File: config.mk
export PLATFORM = sky130hd
export DESIGN_NAME = inst_pkt_table
export DESIGN_NICKNAME = d
export VERILOG_FILES = /design/src/rtl/ipt_pkg.sv /design/src/rtl/ipt_select.sv /design/src/rtl/ipt_slot.sv /design/src/rtl/inst_pkt_table.sv
export SDC_FILE = /design/constraint.sdc
export NUM_CORES = 1
export LEC_CHECK = 0
export CAP_MARGIN = 20
export CORE_AREA = 2 2 234 121
export CTS_CLUSTER_SIZE = 14
export DETAILED_ROUTE_END_ITERATION = 8
export DIE_AREA = 0 0 236 123
export PLACE_DENSITY = 0.85
export SYNTH_ARGS = -nofsm -noshare
export SYNTH_HDL_FRONTEND = slang
export SYNTH_HIERARCHICAL = 1
export SYNTH_SLANG_ARGS = --single-unit
File: constraint.sdc
create_clock -name clk -period 5.9 [get_ports clk]
set_clock_uncertainty 0.15 [all_clocks]
set_input_delay 1.77 -clock clk [delete_from_list [all_inputs] [get_ports clk]]
set_output_delay 1.77 -clock clk [all_outputs]
set_load 0.005 [all_outputs]
File: src/rtl/ipt_pkg.sv
package ipt_pkg;

  typedef enum logic [1:0] {
    CMD_RD   = 2'b00,
    CMD_WR   = 2'b01,
    CMD_SYNC = 2'b10,
    CMD_NONE = 2'b11
  } ipt_cmd_e;

  // circular pointer advance for a FIFO of arbitrary depth
  function automatic int wrap_inc(int ptr, int depth);
    return (ptr == depth - 1) ? 0 : ptr + 1;
  endfunction

  // wait counter: cleared on a pop or when nothing is held, saturating otherwise
  function automatic int age_step(int age, int limit, bit clear);
    if (clear) return 0;
    return (age < limit) ? age + 1 : age;
  endfunction

  function automatic bit is_data_cmd(logic [1:0] cmd);
    return (cmd == CMD_RD) || (cmd == CMD_WR);
  endfunction

endpackage

File: src/rtl/ipt_select.sv
module ipt_select #(
  parameter int N     = 4,
  parameter int IDX_W = 2
) (
  input  logic [N-1:0]     vec,
  output logic             any,
  output logic [IDX_W-1:0] idx
);
  // lowest set bit wins
  always_comb begin
    any = |vec;
    idx = '0;
    for (int i = N - 1; i >= 0; i--) begin
      if (vec[i]) idx = IDX_W'(i);
    end
  end
endmodule

File: src/rtl/ipt_slot.sv
module ipt_slot #(
  parameter int DEPTH = 4,
  parameter int SEQ_W = 8,
  parameter int PKT_W = 16,
  parameter int LIMIT = 48,
  localparam int PTR_W = (DEPTH > 1) ? $clog2(DEPTH) : 1,
  localparam int CNT_W = $clog2(DEPTH + 1),
  localparam int AGE_W = $clog2(LIMIT + 1)
) (
  input  logic             clk,
  input  logic             rst_n,
  input  logic             alloc_i,
  input  logic [SEQ_W-1:0] tag_i,
  input  logic             push_i,
  input  logic [PKT_W-1:0] pkt_i,
  input  logic             pop_i,
  input  logic             retire_i,
  output logic             valid_o,
  output logic [SEQ_W-1:0] tag_o,
  output logic [CNT_W-1:0] count_o,
  output logic [PKT_W-1:0] head_o,
  output logic             aged_o
);
  logic [PKT_W-1:0] mem [DEPTH];
  logic             valid_q;
  logic [SEQ_W-1:0] tag_q;
  logic [PTR_W-1:0] wr_q, rd_q;
  logic [CNT_W-1:0] cnt_q, cnt_nxt;
  logic [AGE_W-1:0] age_q, age_nxt;

  always_comb begin
    cnt_nxt = cnt_q;
    if (push_i && !pop_i) cnt_nxt = cnt_q + CNT_W'(1);
    if (pop_i && !push_i) cnt_nxt = cnt_q - CNT_W'(1);
    age_nxt = AGE_W'(ipt_pkg::age_step(int'(age_q), LIMIT,
                                       pop_i || (cnt_nxt == '0)));
  end

  always_ff @(posedge clk or negedge rst_n) begin
    if (!rst_n) begin
      valid_q <= 1'b0;
      tag_q   <= '0;
      wr_q    <= '0;
      rd_q    <= '0;
      cnt_q   <= '0;
      age_q   <= '0;
    end else begin
      if (alloc_i) begin
        valid_q <= 1'b1;
        tag_q   <= tag_i;
      end else if (retire_i) begin
        valid_q <= 1'b0;
      end
      if (push_i) wr_q <= PTR_W'(ipt_pkg::wrap_inc(int'(wr_q), DEPTH));
      if (pop_i)  rd_q <= PTR_W'(ipt_pkg::wrap_inc(int'(rd_q), DEPTH));
      cnt_q <= cnt_nxt;
      age_q <= age_nxt;
    end
  end

  always_ff @(posedge clk) begin
    if (push_i) mem[wr_q] <= pkt_i;
  end

  assign valid_o = valid_q;
  assign tag_o   = tag_q;
  assign count_o = cnt_q;
  assign head_o  = mem[rd_q];
  assign aged_o  = valid_q && (age_q >= AGE_W'(LIMIT));
endmodule

File: src/rtl/inst_pkt_table.sv
module inst_pkt_table #(
  parameter int NSLOT       = 4,
  parameter int DEPTH       = 4,
  parameter int SEQ_W       = 8,
  parameter int PKT_W       = 16,
  parameter int STALL_LIMIT = 48,
  localparam int CNT_W  = $clog2(NSLOT + 1),
  localparam int IDX_W  = (NSLOT > 1) ? $clog2(NSLOT) : 1,
  localparam int SCNT_W = $clog2(DEPTH + 1)
) (
  input  logic             clk,
  input  logic             rst_n,
  input  logic             in_valid,
  input  logic [1:0]       in_cmd,
  input  logic [SEQ_W-1:0] in_seq,
  input  logic [PKT_W-1:0] in_pkt,
  output logic             in_refuse,
  output logic             issue_kick,
  input  logic             pass_done,
  output logic             sync_valid,
  output logic [SEQ_W-1:0] sync_seq,
  output logic [PKT_W-1:0] sync_pkt,
  input  logic             pop_valid,
  input  logic [SEQ_W-1:0] pop_seq,
  output logic             pop_hit,
  output logic [PKT_W-1:0] pop_pkt,
  input  logic             upd_strobe,
  output logic [CNT_W-1:0] tok_count,
  input  logic [SEQ_W-1:0] q_seq,
  output logic             q_done,
  output logic             stall_flag
);
  import ipt_pkg::*;

  logic              s_valid [NSLOT];
  logic [SEQ_W-1:0]  s_tag   [NSLOT];
  logic [SCNT_W-1:0] s_cnt   [NSLOT];
  logic [PKT_W-1:0]  s_head  [NSLOT];
  logic [NSLOT-1:0]  s_aged;

  logic [NSLOT-1:0] ins_match, free_vec, pop_match, q_match;
  logic [NSLOT-1:0] push_v, alloc_v, pop_v, retire_v;
  logic             hit_any, free_any, pmatch_any;
  logic [IDX_W-1:0] hit_idx, free_idx, pop_idx;
  logic             data_req, ins_room, ins_accept;
  logic             issue_busy_q;

  // tag comparison per slot
  generate
    for (genvar g = 0; g < NSLOT; g++) begin : g_cmp
      assign ins_match[g] = s_valid[g] && (s_tag[g] == in_seq);
      assign free_vec[g]  = !s_valid[g];
      assign pop_match[g] = s_valid[g] && (s_tag[g] == pop_seq) && (s_cnt[g] != '0);
      assign q_match[g]   = s_valid[g] && (s_tag[g] == q_seq);
    end
  endgenerate

  ipt_select #(.N(NSLOT), .IDX_W(IDX_W)) u_sel_hit (
    .vec(ins_match), .any(hit_any), .idx(hit_idx));
  ipt_select #(.N(NSLOT), .IDX_W(IDX_W)) u_sel_free (
    .vec(free_vec), .any(free_any), .idx(free_idx));
  ipt_select #(.N(NSLOT), .IDX_W(IDX_W)) u_sel_pop (
    .vec(pop_match), .any(pmatch_any), .idx(pop_idx));

  // insertion decision
  assign data_req   = in_valid && is_data_cmd(in_cmd);
  assign ins_room   = hit_any ? (s_cnt[hit_idx] != SCNT_W'(DEPTH)) : free_any;
  assign ins_accept = data_req && ins_room;
  assign in_refuse  = data_req && !ins_room;
  assign issue_kick = ins_accept && !issue_busy_q;

  always_comb begin
    for (int i = 0; i < NSLOT; i++) begin
      push_v[i]   = ins_accept && (hit_any ? (hit_idx == IDX_W'(i))
                                           : (free_idx == IDX_W'(i)));
      alloc_v[i]  = ins_accept && !hit_any && (free_idx == IDX_W'(i));
      pop_v[i]    = pop_valid && pmatch_any && (pop_idx == IDX_W'(i));
      retire_v[i] = upd_strobe && s_valid[i] && (s_cnt[i] == '0) && !push_v[i];
    end
  end

  generate
    for (genvar g = 0; g < NSLOT; g++) begin : g_slot
      ipt_slot #(
        .DEPTH(DEPTH), .SEQ_W(SEQ_W), .PKT_W(PKT_W), .LIMIT(STALL_LIMIT)
      ) u_slot (
        .clk      (clk),
        .rst_n    (rst_n),
        .alloc_i  (alloc_v[g]),
        .tag_i    (in_seq),
        .push_i   (push_v[g]),
        .pkt_i    (in_pkt),
        .pop_i    (pop_v[g]),
        .retire_i (retire_v[g]),
        .valid_o  (s_valid[g]),
        .tag_o    (s_tag[g]),
        .count_o  (s_cnt[g]),
        .head_o   (s_head[g]),
        .aged_o   (s_aged[g])
      );
    end
  endgenerate

  // issue-pass tracking and credit return
  always_ff @(posedge clk or negedge rst_n) begin
    if (!rst_n) begin
      issue_busy_q <= 1'b0;
      tok_count    <= '0;
    end else begin
      issue_busy_q <= ins_accept || (issue_busy_q && !pass_done);
      tok_count    <= upd_strobe ? CNT_W'($countones(retire_v)) : '0;
    end
  end

  assign pop_hit    = pop_valid && pmatch_any;
  assign pop_pkt    = s_head[pop_idx];
  assign q_done     = !(|q_match);
  assign stall_flag = |s_aged;

  // sync requests bypass storage
  assign sync_valid = in_valid && (in_cmd == CMD_SYNC);
  assign sync_seq   = in_seq;
  assign sync_pkt   = in_pkt;
endmodule

# ---- Word-level counts from Yosys, hierarchy flattened
# Memory sizes are Yosys's and may differ from the RTL's.
# Index checks and enable logic that the tools add are counted.
dict set report word_totals {
  ff_bits 92
  ramBits 256
  in_bits 48
  out_inout_bits 49
  elab_cells 277
  n_memories 4
}
# name depth word_bits rd rd_clocked_by_memory_dff wr line_no
set mem_list {}
lappend mem_list {{g_slot[0].u_slot.mem} 4 16 1 0 1 ipt_slot.sv:24} ;# logic [PKT_W-1:0] mem [DEPTH];
lappend mem_list {{g_slot[1].u_slot.mem} 4 16 1 0 1 ipt_slot.sv:24}
lappend mem_list {{g_slot[2].u_slot.mem} 4 16 1 0 1 ipt_slot.sv:24}
lappend mem_list {{g_slot[3].u_slot.mem} 4 16 1 0 1 ipt_slot.sv:24}
dict set report classes {
  add_sub_neg 23
  magnitude_cmp 10
  n_eq_ne 32
  mux 68
  n_bitwise 2
  n_reduce_logical 112
}
# operator n
set ops {}
lappend ops {{8-bit == test} 12}
lappend ops {{1-bit logical AND} 60}
lappend ops {{6-bit 2-to-1 mux} 8}
lappend ops {{2-bit 2-to-1 mux} 20}
lappend ops {{3-bit 2-to-1 mux} 11}
lappend ops {{16-bit binary-select mux with 2-bit select} 1}
lappend ops {{16-bit 2-to-1 mux} 2}
lappend ops {{1-bit 2-to-1 mux} 25}
lappend ops {{6-bit by 1-bit adder with 6-bit output, second input constant} 4}
lappend ops {{2-bit by 1-bit == test with 1-bit output, second input constant} 12}
lappend ops {{6-bit greater-or-equal comparator, second input constant} 4}
lappend ops {{3-bit logical NOT} 8}
lappend ops {{6-bit < comparator, second input constant} 4}
lappend ops {{4-bit OR reduction} 5}
lappend ops {{1-bit logical NOT} 17}
lappend ops {{2-bit by 1-bit adder with 2-bit output, second input constant} 8}
lappend ops {{2-bit nonzero test} 8}
lappend ops {{2-bit == test, second input constant} 7}
lappend ops {{3-bit by 1-bit adder with 3-bit output, second input constant} 4}
lappend ops {{3-bit nonzero test} 4}
lappend ops {{3-bit by 1-bit subtractor with 3-bit output, second input constant} 4}
lappend ops {{2-bit logical NOT} 4}
lappend ops {{3-bit binary-select mux with 2-bit select} 1}
lappend ops {{3-bit greater-or-equal comparator, second input constant} 2}
lappend ops {{5 further kinds} 12}

# ---- Depth between registers and ports, before layout
# Gate-level depths: netlist of run 1.
dict set report logic_depth {
  word_depth 21
  depth_mapped 16
  depth_no_buf 15
}

# ---- Hierarchy
# The synthesis of run 1 kept the hierarchy.
# module instances cells_per_inst area_each_um2 seq_area_each_um2
set modules_own_cells {}
lappend modules_own_cells {{ipt_slot at g_slot[0].u_slot ...} 3 178 3412.0 2472.4}
lappend modules_own_cells {{ipt_slot at g_slot[2].u_slot} 1 178 3403.3 2472.4}
lappend modules_own_cells {inst_pkt_table 1 262 2208.4 100.1}
lappend modules_own_cells {ipt_select 3 7 35.0 0.0}

# ---- Least setup slack after synthesis of run 1
# No wires, ideal clock.
dict set report synth_path {
  path_type {input to output}
  startpoint {input in_seq[7]}
  endpoint {output issue_kick}
  arrival_ns 3.904
  required_time_ns 3.980
  setup_slack_ns 0.076
  path_stages 10
  n_path_buf 1
  path_cell_list {clkbuf_1 -> xnor2_1 -> nand3_1 -> nor4_1 -> inv_1 -> a21oi_2 -> mux4_1 -> nand2_1 -> o31ai_4 -> nor3_1}
}
dict set report synth_between {
  word_cells_on_any_way 21
  cone_classes {eq/ne (5); mux (8); bitwise (1); reduce/logical (7)}
}
# element line_no
set synth_rtl {}
lappend synth_rtl {{start, declared} inst_pkt_table.sv:15} ;# input logic [SEQ_W-1:0] in_seq,
lappend synth_rtl {{8-bit == test} inst_pkt_table.sv:51} ;# assign ins_match[g] = s_valid[g] && (s_tag[g] == in_seq);
lappend synth_rtl {{1-bit logical AND} inst_pkt_table.sv:51}
lappend synth_rtl {{named net ins_match[1]} inst_pkt_table.sv:41} ;# logic [NSLOT-1:0] ins_match, free_vec, pop_match, q_match;
lappend synth_rtl {{2-bit 2-to-1 mux (2 in series)} ipt_select.sv:14} ;# if (vec[i]) idx = IDX_W'(i);
lappend synth_rtl {{named net hit_idx[0]} inst_pkt_table.sv:44} ;# logic [IDX_W-1:0] hit_idx, free_idx, pop_idx;
lappend synth_rtl {{2-bit NOT with 3-bit output (not written as such)} inst_pkt_table.sv:67} ;# assign ins_room = hit_any ? (s_cnt[hit_idx] != SCNT_W'(DEPTH)) : free_any;
lappend synth_rtl {{3-bit binary-select mux with 2-bit select} inst_pkt_table.sv:67}
lappend synth_rtl {{3-bit 2-to-1 mux (not written as such) (2 in series)} inst_pkt_table.sv:67}
lappend synth_rtl {{3-bit inequality test} inst_pkt_table.sv:67}
lappend synth_rtl {{1-bit 2-to-1 mux} inst_pkt_table.sv:67}
lappend synth_rtl {{1-bit logical AND} inst_pkt_table.sv:68} ;# assign ins_accept = data_req && ins_room;
lappend synth_rtl {{1-bit logical AND} inst_pkt_table.sv:70} ;# assign issue_kick = ins_accept && !issue_busy_q;
lappend synth_rtl {{end, declared} inst_pkt_table.sv:18} ;# output logic issue_kick,
# The timed path passes the listed nets, and every way through them passes these cells. The select of a mux whose other input is x is not followed.

# ---- Final worst setup path of run 1
dict set report layout_path {
  startpoint {input pop_seq[6]}
  endpoint {output pop_pkt[10]}
}
dict set report layout_between {
  word_cells_on_any_way 20
  cone_classes {eq/ne (4); mux (7); bitwise (1); reduce/logical (8)}
}
# element line_no
set layout_rtl {}
lappend layout_rtl {{start, declared} inst_pkt_table.sv:24} ;# input logic [SEQ_W-1:0] pop_seq,
lappend layout_rtl {{8-bit == test} inst_pkt_table.sv:53} ;# assign pop_match[g] = s_valid[g] && (s_tag[g] == pop_seq) && (s_cnt[g] != '0);
lappend layout_rtl {{1-bit logical AND (2 in series)} inst_pkt_table.sv:53}
lappend layout_rtl {{named net pop_match[1]} inst_pkt_table.sv:41}
lappend layout_rtl {{2-bit 2-to-1 mux (2 in series)} ipt_select.sv:14}
lappend layout_rtl {{named net pop_idx[0]} inst_pkt_table.sv:44}
lappend layout_rtl {{2-bit NOT with 3-bit output (not written as such)} inst_pkt_table.sv:116} ;# assign pop_pkt = s_head[pop_idx];
lappend layout_rtl {{16-bit binary-select mux with 2-bit select} inst_pkt_table.sv:116}
lappend layout_rtl {{16-bit 2-to-1 mux (not written as such) (2 in series)} inst_pkt_table.sv:116}
lappend layout_rtl {{end, declared} inst_pkt_table.sv:26} ;# output logic [PKT_W-1:0] pop_pkt,
# The timed path passes the listed nets, and every way through them passes these cells. The select of a mux whose other input is x is not followed.

==> results.json, run 1 <==
{
  "postSynthCellCount": 995,
  "nets": 1272,
  "path_cells": "buf_6 > buf_6 > buf_4 > xnor2_2 > nand4_1 > nor4_2 > inv_1 > a21oi_4 > buf_12 > buf_4 > mux4_2 > buf_6",
  "wl_um": 43100,
  "required_ns": 3.98,
  "overflow": 0,
  "max-cap-violations": 0,
  "syn-mean-instance-area_um2": 16.0,
  "dr.pass1.iters": 6,
  "synth_nets": 1078,
  "hold_viol": 0,
  "start_util_pct": 58.9,
  "clock_sinks": 348,
  "ys_seq_area_share_pct": 62.6,
  "final_cell_mix": "edfxtp_1, buf_4, dfrtp_1",
  "status": "finished with violations",
  "period_needed_ns": 6.14,
  "grt_pass1_wl_um": 62800,
  "crit_arrival_ns": 4.22,
  "slew_violations": 0,
  "drt_iter0_drc": 1382,
  "violations": "setup timing",
  "core-area_um2": 27100,
  "critPathMaxStageDelay_ns": 0.55,
  "p_leak_nw": 7.15,
  "ys_warn_count": 6,
  "rsz0062_at_grt": "true",
  "die_y_um": 123,
  "ant_nets": 0,
  "pre_cts_ws_ns": -1.02,
  "rows": 43,
  "die_w_um": 236,
  "num_vias": 9952,
  "grt_usage_pct": 30.1,
  "ys_types": 52,
  "power_density_nw_per_um2": 383,
  "post-place-cells": 1485,
  "grt_pass1_vias": 9847,
  "synth_edf_count": 256,
  "cts_hold_buf": 0,
  "fillers": 1558,
  "syn_area_um2": 16000,
  "finalInstanceArea_um2": 19500,
  "critPathCaptureType": "primary output",
  "synth-main-ff-cell": "edfxtp_1",
  "critical_path_class": "input port to primary output",
  "ioPinCount": 97,
  "cpMaxStageDelayCell": "mux4_2",
  "fin_cells": 1572,
  "min_path_type": "register to register",
  "crit_fanout": 5,
  "async_flop_share_pct": 26.4,
  "drive_gt1_share_pct": 32.1,
  "max_freq_mhz": 163,
  "area_growth_pct": 22.5,
  "root_buffer": "clkbuf_16",
  "cts.path.max_buffers": 3,
  "clkTransAtPathRegs_ns": 0.06,
  "cts_tree": "built",
  "place_congestion": 1.00,
  "setup_viol": 18,
  "crit_top_cell": "buf_6",
  "routed_via_density": 6.33,
  "final_util_pct": 72.2,
  "wl_per_cell_um": 27.4,
  "port_buffers": 96,
  "r2r_slack_ns": 1.59,
  "setup_ws_ns": -0.240,
  "dpl_cell_area_um2": 18000,
  "synth_seq_cells": 348,
  "post-dp-hpwl_um": 28600,
  "slew_headroom_pct": 31.3,
  "layout_commonest_cell": "edfxtp_1",
  "cts-htree-levels": 1,
  "fin_crit_sh_pct": 104,
  "setup_tns_ns": -3.19,
  "clk_latency_ns": 0.58,
  "drc": 0,
  "die-area_um2": 29000,
  "crit_path_start_kind": "input port",
  "grt_max_degree": 65,
  "cts_buffers": 31,
  "worstMarginPinSlew_ns": 1.03,
  "n_antenna_cell": 0,
  "antenna_found_initial": 0,
  "peakVddDrop_mv": 0.268
}
through the flow:
step	hold WS [ns]	power (W)
after floorplan	0.338	0.00453
after global placement	0.368	0.00525
after detailed placement	0.381	0.00536
after CTS	0.396	0.00735
after global routing	0.424	0.00775
final	0.410	0.00748
kinds of logic (layout without fill, tap and decap cells):
logic type | after synthesis | count (layout) | share of synthesized area, %
AO/OA/AOI/OAI | 50 | 50 | 2.75
buffers and inverters | 101 | 318 | 3.14
AND/OR/NAND/NOR | 220 | 220 | 7.80
adder cells (fa/ha/maj) | 35 | 35 | 2.79
flip-flops | 348 | 348 | 62.6
XOR/XNOR | 116 | 116 | 6.37
multiplexers | 125 | 125 | 14.5
per-layer routing:
metal,vias to the layer above,wire length [um],global-route usage (%)
li1,4141,-,-
met5,-,0,0
met2,677,18300,41.5
met4,0,1240,8.24
met1,5019,17500,44.6
met3,115,6080,11.7
sequential cells by signal, summed over array words and instances (netlist names):
| name | cells |
|---|---|
| g_slot.u_slot/mem | 256 |
| g_slot.u_slot/valid_o | 4 |
| issue_busy_q | 1 |
| tok_count | 3 |
| g_slot.u_slot/tag_o | 32 |
| g_slot.u_slot/wr_q | 8 |
| g_slot.u_slot/age_q | 24 |
| g_slot.u_slot/rd_q | 8 |
| g_slot.u_slot/count_o | 12 |
report_power, final:
part | switching (W) | internal [W]
Combinational | 0.00106 | 0.00103
Sequential | 0.000525 | 0.00298
Clock | 0.000875 | 0.00101
path summary, 6_finish.rpt:
kind / endpoint / startpoint / cells after the start
setup / recovery: pop_pkt[10] / pop_seq[6] / 12
hold / removal: g_slot[1].u_slot/age_q[4] / g_slot[1].u_slot/age_q[4] / 1
setup reg to reg: tok_count[1] / g_slot[3].u_slot/tag_o[6] / 19
hold reg to reg: g_slot[1].u_slot/age_q[4] / g_slot[1].u_slot/age_q[4] / 1
max in group asynchronous: g_slot[3].u_slot/tag_o[1] / rst_n / 2
min in group asynchronous: g_slot[0].u_slot/age_q[5] / rst_n / 1
critical path, delay by kind of cell:
kind | cells | cell delay [ns]
AND/OR/NAND/NOR | 2 | 0.65
AO/OA/AOI/OAI | 1 | 0.20
multiplexers | 1 | 0.55
buffers and inverters | 7 | 0.92
XOR/XNOR | 1 | 0.13
layout make-up:
cell class              count  area (um2)  area share, %
clock inverters            11        73.8          0.378
repair buffers            227        2220           11.4
inverters                  35         131          0.672
flip-flops and latches    348        9990           51.1
well taps                 360         450           2.31
clock buffers              45         853           4.37
multi-input cells         546        5820           29.8
cell usage after synthesis (3+ instances only):
library cell  count  area (um2)
inv_1            35         131
nand2b_1          9        56.3
mux2i_1           5        50.1
edfxtp_1        256        7690
mux2_2           39         439
a31oi_1           8        50.1
or3_4             4        45.0
buf_2            13        65.1
and2_1           24         150
and4b_1           3        30.0
xnor2_1          78         683
nand4_1          13        81.3
nand3b_1          3        22.5
clkbuf_1         20        75.1
a2111oi_2         4        60.1
ha_1             34         425
or4_1             5        37.5
a211oi_2          3        37.5
nor4_1           11        68.8
buf_1             5        18.8
nand2_1          32         120
a21o_1            4        30.0
mux4_2           80        1800
a21oi_4           3        48.8
nor4bb_1          4        40.0
or3b_2            3        26.3
nor3_1           36         180
and3b_1           9        78.8
nand3_1          18        90.1
a21oi_2           3        26.3
buf_4            28         210
o21ai_0           9        45.0
and3_1            9        56.3
o21ai_1           4        20.0
dfrtp_1          92        2300
nor2_1           30         113
xor2_1           38         333
timing repair:
item | in CTS | in global routing
gates cloned | 0 | 0
setup endpoints to repair | 19 | 18
pin swaps | 27 | 25
resized for setup | 195 | 29
setup buffers | 27 | 6
Power figures use the tool's default switching activity.
==> inputs of run 2 (changes only) <==
--- a/config.mk
+++ b/config.mk
@@ -6,11 +6,11 @@
 export NUM_CORES = 1
 export LEC_CHECK = 0
 export CAP_MARGIN = 20
-export CORE_AREA = 2 2 234 121
+export CORE_AREA = 2 2 270 139
 export CTS_CLUSTER_SIZE = 14
 export DETAILED_ROUTE_END_ITERATION = 8
-export DIE_AREA = 0 0 236 123
-export PLACE_DENSITY = 0.85
+export DIE_AREA = 0 0 272 141
+export PLACE_DENSITY = 0.67
 export SYNTH_ARGS = -nofsm -noshare
 export SYNTH_HDL_FRONTEND = slang
 export SYNTH_HIERARCHICAL = 1
==> run 2 against run 1 <==
Compared with the run above: the flow still finishes with violations (setup timing); non-clock buffer count fell by 3; critical path depth unchanged; die area increased by 32%; first-iteration DRC count is 34% lower; combinational power hardly changed; via count fell by 4.3%; global-route usage is 8.5 points lower; total power up 2.3%; routed wire length is 4.7% lower; sequential power about the same; clock power up 12%; largest power group unchanged; highest routed layer unchanged.
==> results.json, run 2 (synthesized netlist as in run 1, its figures left out) <==
{
  "status": "finished with violations",
  "violations": "setup timing",
  "overflow": 0,
  "cts_tree": "built",
  "p_leak_nw": 7.25,
  "fin_crit_sh_pct": 103,
  "critPathCaptureType": "primary output",
  "dr.pass1.iters": 4,
  "cts_hold_buf": 0,
  "largest_reg_flops": 256,
  "grt_pass1_wl_um": 60500,
  "rows": 50,
  "root_buffer": "clkbuf_16",
  "setup_viol": 18,
  "nets": 1272,
  "grt_max_degree": 64,
  "min_path_type": "register to register",
  "wl_met3_um": 5100,
  "critical_path_class": "input port to primary output",
  "power.internal_w": 0.00519,
  "grt_pass1_vias": 9208,
  "cts_buffers": 34,
  "setup_ws_ns": -0.206,
  "clock_sinks": 348,
  "switching_share_pct": 32.1,
  "peakVddDrop_mv": 0.187,
  "post-dp-hpwl_um": 28100,
  "start_util_pct": 43.9,
  "p_comb_share_pct": 27.0,
  "final_util_pct": 54.7,
  "r2r-end": "tok_count[1]",
  "core-area_um2": 36300,
  "ioPinCount": 97,
  "rsz0062_at_grt": "true",
  "required_ns": 3.98,
  "wl_um": 41000,
  "grt_usage_pct": 21.6,
  "wl_met1_um": 20000,
  "fillers": 2824,
  "final_cell_mix": "edfxtp_1, dfrtp_1, buf_4",
  "max_freq_mhz": 164,
  "path_cells": "buf_2 > buf_6 > buf_4 > xnor2_2 > nand4_1 > nor4_4 > inv_2 > a21oi_4 > buf_12 > buf_8 > mux4_2 > buf_6",
  "clk_latency_ns": 0.54,
  "die-area_um2": 38400,
  "worstHoldEndpoint": "g_slot[3].u_slot/age_q[4]",
  "die_w_um": 272,
  "period_needed_ns": 6.11,
  "drt_iter0_drc": 916,
  "top_register": "g_slot.u_slot/mem",
  "crit_path_start_kind": "input port",
  "antenna_found_initial": 0,
  "wl_per_cell_um": 24.0,
  "critPathMaxStageDelay_ns": 0.53,
  "worstMarginPinSlew_ns": 1.02,
  "layout_commonest_cell": "edfxtp_1",
  "met2_length_um": 15500,
  "crit_top_cell": "buf_6",
  "cts-htree-levels": 2,
  "switchingPower_w": 0.00246,
  "hold_depth": 1,
  "pwr-share-seq_pct": 45.5,
  "r2r_slack_ns": 1.67,
  "n_antenna_cell": 0,
  "clkTransAtPathRegs_ns": 0.06,
  "setup_tns_ns": -2.35,
  "crit_arrival_ns": 4.19,
  "routed_via_density": 5.58,
  "crit_fanout": 6,
  "path_buf_inv": 7,
  "num_vias": 9525,
  "drive_gt1_share_pct": 33.3,
  "r2r_cells": 18,
  "area_growth_pct": 24.7,
  "hold_viol": 0,
  "cpMaxStageDelayCell": "mux4_2",
  "clock_power_share_pct": 27.5,
  "regToRegStartpoint": "g_slot[3].u_slot/tag_o[7]",
  "die_y_um": 141,
  "ant_nets": 0,
  "min_from": "g_slot[3].u_slot/age_q[4]",
  "top_layer": "met4",
  "slew_headroom_pct": 31.8,
  "port_buffers": 96,
  "slew_violations": 0,
  "critical_path.top_delay_family": "buffers and inverters",
  "place_congestion": 0.942,
  "cts.path.max_buffers": 3,
  "power_density_nw_per_um2": 385,
  "max-cap-violations": 0,
  "drc": 0
}
[run 2: cell types whose count changed in the layout (fill, tap and decap cells not counted), sizes merged]
| cell | before | now |
|---|---|---|
| dlygate4sd2 | 2 | 1 |
| clkbuf | 46 | 43 |
| clkinv | 7 | 9 |
| clkdlybuf4s15 | 1 | 3 |
| dlymetal6s2s | 0 | 1 |
| clkinvlp | 2 | 5 |
| buf | 163 | 157 |
| bufinv | 0 | 2 |
[run 2: worst max path at each step]
stage                            end  depth (start not counted)  slack (ns)       start
after floorplan           issue_kick                         10        0.08   in_seq[7]
after global placement    issue_kick                         12       -1.01   in_seq[3]
after detailed placement  issue_kick                         12       -1.03   in_seq[3]
after CTS                 pop_pkt[6]                         11       -0.27  pop_seq[3]
after global routing      pop_pkt[6]                         12       -0.25  pop_seq[0]
final                     pop_pkt[6]                         12       -0.21  pop_seq[0]
[run 2: per-layer routing]
layer | track usage, % | vias up
met5 | 0 | -
met4 | 3.24 | 0
met3 | 7.65 | 33
met2 | 26.2 | 435
met1 | 36.3 | 4910
li1 | - | 4147
[run 2: per-stage QoR]
| step | instances | setup slack [ns] | cell area [um2] | hold WS (ns) | power (W) |
|---|---|---|---|---|---|
| 3_5_place_dp | 1626 | -1.03 | 18200 | 0.380 | 0.00536 |
| 3_3_place_gp | 1626 | -1.01 | 18200 | 0.380 | 0.00532 |
| 6_report | 1706 | -0.206 | 19900 | 0.406 | 0.00765 |
| 5_1_grt | 1706 | -0.252 | 19900 | 0.411 | 0.00800 |
| 4_1_cts | 1700 | -0.272 | 19600 | 0.400 | 0.00754 |
| 2_1_floorplan | 995 | 0.0764 | 16000 | 0.338 | 0.00453 |
[run 2: area by class of cell]
class                   count  area, um2  share of cell area (%)
clock inverters            18        183                   0.919
multi-input cells         546       5860                    29.5
repair buffers            224       2220                    11.2
clock buffers              41        877                    4.41
flip-flops and latches    348       9990                    50.2
inverters                  35        134                   0.673
well taps                 494        618                    3.11
[run 2: power by group through the flow]
stage | combinational (W) | sequential [W] | clock [W]
after floorplan | 0.00123 | 0.00330 | 0
after global placement | 0.00186 | 0.00346 | 0
after detailed placement | 0.00189 | 0.00347 | 0
after CTS | 0.00195 | 0.00343 | 0.00216
after global routing | 0.00223 | 0.00351 | 0.00225
final | 0.00207 | 0.00348 | 0.00210
[run 2: timing repair]
| action | in CTS | in global routing |
|---|---|---|
| setup endpoints to repair | 19 | 18 |
| setup buffers | 17 | 7 |
| gates resized for setup | 181 | 57 |
| pin swaps | 20 | 24 |
